### src/rtl/rowpipe_fabric.sv
module rowpipe_fabric #(
  parameter int ROWS = 8,
  parameter int W    = 16
) (
  input  logic                  clk,
  input  logic                  rst_n,
  input  logic [ROWS-2:0]       cfg_i,
  input  logic                  in_valid_i,
  input  logic [W-1:0]          in_data_i,
  output logic [ROWS*W-1:0]     row_arg_o,
  input  logic [ROWS*W-1:0]     row_res_i,
  input  logic [(ROWS-1)*W-1:0] ret_res_i,
  output logic [ROWS*W-1:0]     ret_arg_o,
  output logic                  out_valid_o,
  output logic [W-1:0]          out_data_o,
  output logic [$clog2(ROWS)-1:0] depth_o
);
  localparam int NB = ROWS - 1;
  localparam int DW = $clog2(ROWS);

  logic [NB-1:0]        cfg_q;
  logic                 flush;
  logic                 fetch_v;
  logic [W-1:0]         fetch_d;
  logic [NB-1:0][W-1:0] stg_d;
  logic [NB-1:0]        stg_v;
  logic [ROWS-1:0][W-1:0] arg;
  logic [ROWS-1:0]      argv;

  assign flush   = (cfg_i != cfg_q);
  assign depth_o = DW'($countones(cfg_q));

  always_ff @(posedge clk or negedge rst_n) begin
    if (!rst_n) begin
      cfg_q   <= '0;
      fetch_v <= 1'b0;
      fetch_d <= '0;
    end else begin
      cfg_q   <= cfg_i;
      fetch_v <= in_valid_i && !flush;
      if (in_valid_i && !flush) fetch_d <= in_data_i;
    end
  end

  assign arg[0]  = fetch_d;
  assign argv[0] = fetch_v;

  for (genvar k = 0; k < NB; k++) begin : g_bank
    always_ff @(posedge clk or negedge rst_n) begin
      if (!rst_n) begin
        stg_d[k] <= '0;
        stg_v[k] <= 1'b0;
      end else begin
        if (cfg_q[k]) stg_d[k] <= row_res_i[k*W +: W];
        if (flush)         stg_v[k] <= 1'b0;
        else if (cfg_q[k]) stg_v[k] <= argv[k];
      end
    end
    assign arg[k+1]  = cfg_q[k] ? stg_d[k] : row_res_i[k*W +: W];
    assign argv[k+1] = cfg_q[k] ? stg_v[k] : argv[k];
    assign ret_arg_o[k*W +: W] = ret_res_i[k*W +: W];
  end

  assign ret_arg_o[NB*W +: W] = '0;

  for (genvar r = 0; r < ROWS; r++) begin : g_row
    assign row_arg_o[r*W +: W] = arg[r];
  end

  always_ff @(posedge clk or negedge rst_n) begin
    if (!rst_n) begin
      out_valid_o <= 1'b0;
      out_data_o  <= '0;
    end else begin
      out_valid_o <= argv[ROWS-1] && !flush;
      if (argv[ROWS-1] && !flush) out_data_o <= row_res_i[(ROWS-1)*W +: W];
    end
  end
endmodule


### config.mk
export PLATFORM = sky130hd
export DESIGN_NAME = rowpipe_fabric
export DESIGN_NICKNAME = d
export VERILOG_FILES = /design/src/rtl/rowpipe_fabric.sv
export SDC_FILE = /design/constraint.sdc
export NUM_CORES = 1
export LEC_CHECK = 0
export ABC_AREA = 1
export BUFFER_PORTS_ARGS = -buffer_cell sky130_fd_sc_hd__buf_2
export CAP_MARGIN = 10
export CORE_AREA = 2 2 211 213
export CTS_BUF_LIST = sky130_fd_sc_hd__clkbuf_4 sky130_fd_sc_hd__clkbuf_8
export CTS_CLUSTER_SIZE = 16
export DETAILED_ROUTE_END_ITERATION = 7
export DIE_AREA = 0 0 213 215
export HOLD_SLACK_MARGIN = 0.08
export PLACE_DENSITY = 0.52
export SYNTH_ARGS = -nofsm -noshare
export SYNTH_HDL_FRONTEND = slang
export SYNTH_SLANG_ARGS = --single-unit
### constraint.sdc
create_clock -name clk -period 6.2 [get_ports clk]
set_input_delay 0.62 -clock clk [delete_from_list [all_inputs] [get_ports clk]]
set_output_delay 0.62 -clock clk [all_outputs]
set_load 0.05 [all_outputs]
======== Yosys cells after proc, flatten, opt, wreduce, memory -nomap -nowiden ========
Index checks and enable logic that the tools add are counted.
Widths: inputs -> output; s select.
word-level totals
  latch bits .............................. 0
  memory bits (read-only) ................. 0
  bits in writable memories ............... 0
  memories kept ........................... 0
  bits of input ports ..................... 266
  output and inout port bits .............. 276
  logic and storage cells ................. 64
  register bits ........................... 160
operators by class
  reduce and logical (&&, ||, !) cells .... 10
  mux-type cells .......................... 28
  add/subtract/negate cells ............... 6
  div/mod/pow operators ................... 0
  bitwise gates (word level) .............. 0
  multiply operators ...................... 0
  $lt $le $gt $ge ......................... 0
  equality and inequality tests ........... 1
  shift operators ......................... 0
operator list
  operator           number
  $mux 16            7
  $mux 1             21
  $reduce_bool 2->1  7
  $ne 7x7->1         1
  $add 1x1->2        3
  $add 2x1->3        1
  $add 2x2->3        1
  $add 3x3->3        1
  $logic_and 1x1->1  2
  $logic_not 1->1    1

======== Depth between registers and ports, before layout ========
  depth after elaboration ................. 8
  mapped depth ............................ 13
  mapped depth without buffers ............ 11

======== Worst setup path before layout ========
No wires, ideal clock.
  kind .................................... register to output
  from .................................... register cfg_q[1]
  to ...................................... output port depth_o[1]
  path buffers ............................ 2
  data required time ...................... 5.580 ns
  arrival ................................. 3.008 ns
  slack ................................... 2.572 ns
  stages on the path, launching flop included .. 9
  path through ............................ dfrtp_1 -> buf_6 -> inv_4 -> clkbuf_1 -> fa_1 -> fa_1 -> inv_1 -> fa_1 -> fa_1
on the way
  word-level cells in the longest chain between the ends .. 3
RTL lines
  what                               RTL line  text
  start: declaration                 21        logic [NB-1:0] cfg_q;
  start signal: assignment           39        cfg_q <= cfg_i;
  $add 1x1->2 (not written as such)  31        assign depth_o = DW'($countones(cfg_q));
  $add 2x2->3 (not written as such)  31
  $add 3x3->3 (not written as such)  31
  end: declaration                   16        output logic [$clog2(ROWS)-1:0] depth_o
No other way between the ends.

======== Final worst setup path ========
Ends and elaborated chain as after synthesis.

==> flow_metrics.tcl <==
set metrics [dict create \
    grt_use_met3_pct 5.30 \
    critPathArrivalTime_ns 4.07 \
    met2_usage_pct 17.0 \
    r2r_slack_ns 2.97 \
    syn_inst 1070 \
    power.internal_uw 1640 \
    wl_per_cell_um 13.6 \
    antenna_found_initial 4 \
    synth_area_leaders "dfrtp_1 47%, nand2_1 14%, o21ai_0 13%, buf_4 11%, inv_1 5.3%" \
    syn_avg_cell_area_um2 7.96 \
    dp.cells 1801 \
    grt_pass1_wl_mm 37.5 \
    rsz0062_at_grt "no" \
    grt_busiest_layer "met2" \
    clk-insertion-delay-late_ns 0.54 \
    hold_viol_final 0 \
    ant_nets 0 \
    utilization_pct 23.0 \
    synth.distinct_cells 31 \
    cp-end-kind "primary output" \
    cp_max_fo 37 \
    min_period_ns 4.69 \
    start_util_pct 19.5 \
    die_h_um 215 \
    met1_usage_pct 12.0 \
    fin_crit_sh_pct 75.6 \
    p_per_area_mw_per_mm2 276 \
    p_comb_share_pct 29.1 \
    syn2layout_area_growth_pct 18.0 \
    worst_pin_slew_ns 1.14 \
    finalSetupTns_ns 0 \
    p_leak_uw 0.00536 \
    dp_hpwl_mm 18.6 \
    finalSetupViolations 0 \
    async_reset_ff_share_pct 100 \
    fin_skew_ns 0.0178 \
    finalMaxSlewViolations 0 \
    cts_num_sinks 160 \
    pwr-share-clk_pct 28.0 \
    htreeDepth 4 \
    p_seq_share_pct 42.9 \
    gp_congestion 0.749 \
    cts_root_buffer "clkbuf_8" \
    ys_seq_area_share_pct 47.0 \
    synth_top_area_cell "dfrtp_1" \
    drt_first_pass_iters 4 \
    cp.required_ns 5.58 \
    cts_tree "done" \
    dr.first_iter.drc_count 313 \
    yosysWarnings 0 \
    clk_path_buf_depth 2 \
    grt_pass1_vias 6800 \
    drive_above_1_share_pct 29.4 \
    ys_ff_latch 160 \
    peakVddDrop_uv 142 \
    swShare_pct 40.8 \
    clock.fmax_mhz 213 \
    finalNonFillerCells 1838 \
    max_cap_viol_count 0 \
    layout_commonest_cell "nand2_1" \
    postCtsResizedCells 0 \
    hold_slack_ns 0.211 \
    grt_max_degree 63 \
    drt_wl_total_mm 25.0 \
    cp-start-kind "flop" \
    io_pins 542 \
    viasPerCell 3.83 \
    synth_ff_type "dfrtp_1" \
    dieArea_mm2 0.0458 \
    drc 0 \
    final_cell_mix "307 x nand2_1, 300 x buf_2, 227 x o21ai_0" \
    cts_made_buffers 17 \
    gr-total-overflow 0 \
    max_slew_margin_pct 23.7 \
    p_sw_uw 1130 \
    synth_area_mm2 0.00851 \
    synth_top_area_share_pct 47.0 \
    hold_class "input port to flop" \
    port_buffers 301 \
    status "complete, no violations" \
    die_w_um 213 \
    synth_edf_count 0 \
    critical_path_class "flop to primary output" \
    num_vias 7042 \
    grtUsageTotal_pct 11.0 \
    nNetsFinal 1500 \
    fp-row-count 77 \
    core_area_mm2 0.0436 \
    clk_pin_slew_ns 0.10 \
]
==> cells in the mapped netlist (2+ instances only) <==
library cell  instances
nand2_1             307
o21ai_0             227
dfrtp_1             160
buf_4               130
inv_1               121
clkbuf_1             39
nand3_1              18
nand2_2               9
buf_6                 6
inv_4                 6
or2_1                 5
fa_1                  4
nand3_2               4
nor2_1                4
a21oi_1               3
a31oi_1               3
buf_1                 3
buf_2                 3
nand2_4               3
xor2_1                3
nand4_1               2
==> final cells by class <==
type	instances	area [µm²]
Antenna cell	3	7.51
Clock buffer	17	234
Clock inverter	15	138
Fill cell	4921	33600
Inverter	128	495
Multi-Input combinational cell	615	2840
Sequential cell	160	4000
Tap cell	592	741
Timing Repair Buffer	308	1590
==> metal layers <==
layer  up-vias  part of all wire, %  wire (µm)
met1      3177                   40      10100
met4         2                  4.8       1210
met3        74                  9.2       2300
met2       274                   46      11400
met5         -                0.064         16
li1       3515                    -          -
==> power by group through the flow <==
stage	registers (µW)	logic (µW)	clock network, µW
3_5_place_dp	1210	815	0
3_3_place_gp	1210	810	0
4_1_cts	1190	816	848
6_report	1190	808	776
2_1_floorplan	1300	684	0
5_1_grt	1200	875	872
==> flip-flops by register name (all words and copies together) (netlist names) <==
register and flops:
fetch_v 1, fetch_d 16, stg_d 112, stg_v 7, cfg_q 7, out_data_o 16
out_valid_o 1
==> final timing paths <==
check	start	end	cells past startpoint
max in group asynchronous	rst_n	stg_d[109]$_DFFE_PN0P_	3
worst min register to register	out_data_o[10]$_DFFE_PN0P_	out_data_o[10]$_DFFE_PN0P_	2
worst max register to register	cfg_q[4]$_DFF_PN0_	out_data_o[3]$_DFFE_PN0P_	7
worst max-delay path	cfg_q[1]$_DFF_PN0_	depth_o[1]	7
min in group asynchronous	rst_n	stg_d[24]$_DFFE_PN0P_	2
worst min-delay path	cfg_i[0]	cfg_q[0]$_DFF_PN0_	1
==> cells by family after synthesis <==
family / after synthesis / synth area share [%]
other: 1 / 0.0440
buffers and inverters: 310 / 20.3
and+or+nand+nor: 358 / 17.6
xor gates and xnor gates: 3 / 0.309
DFF: 160 / 47.0
adders and majority gates: 4 / 0.941
AOI/OAI and AO/OA: 234 / 13.8
==> worst max-delay path, cell delays in order (launching register included) <==
cell and delay (ns):
dfrtp_1 0.99, inv_4 0.31, fa_1 0.56, fa_1 0.49
inv_1 0.05, fa_1 0.37, fa_1 0.48, buf_2 0.26
==> what timing repair did <==
action | 4_1_cts | 5_1_grt
hold buffers | 1 | 0
hold endpoints to repair | 39 | 0
buffers inserted | 0 | 0
==> stage by stage <==
| stage | cell area, µm² | setup slack [ns] | total power (µW) |
|---|---|---|---|
| finish | 10000 | 1.51 | 2770 |
| global route | 10000 | 1.14 | 2950 |
| CTS | 10000 | 1.29 | 2860 |
| detailed placement | 9630 | 2.00 | 2030 |
| global placement | 9630 | 2.04 | 2020 |
| floorplan | 8570 | 2.57 | 1990 |
(Power assumes the default switching activity.)
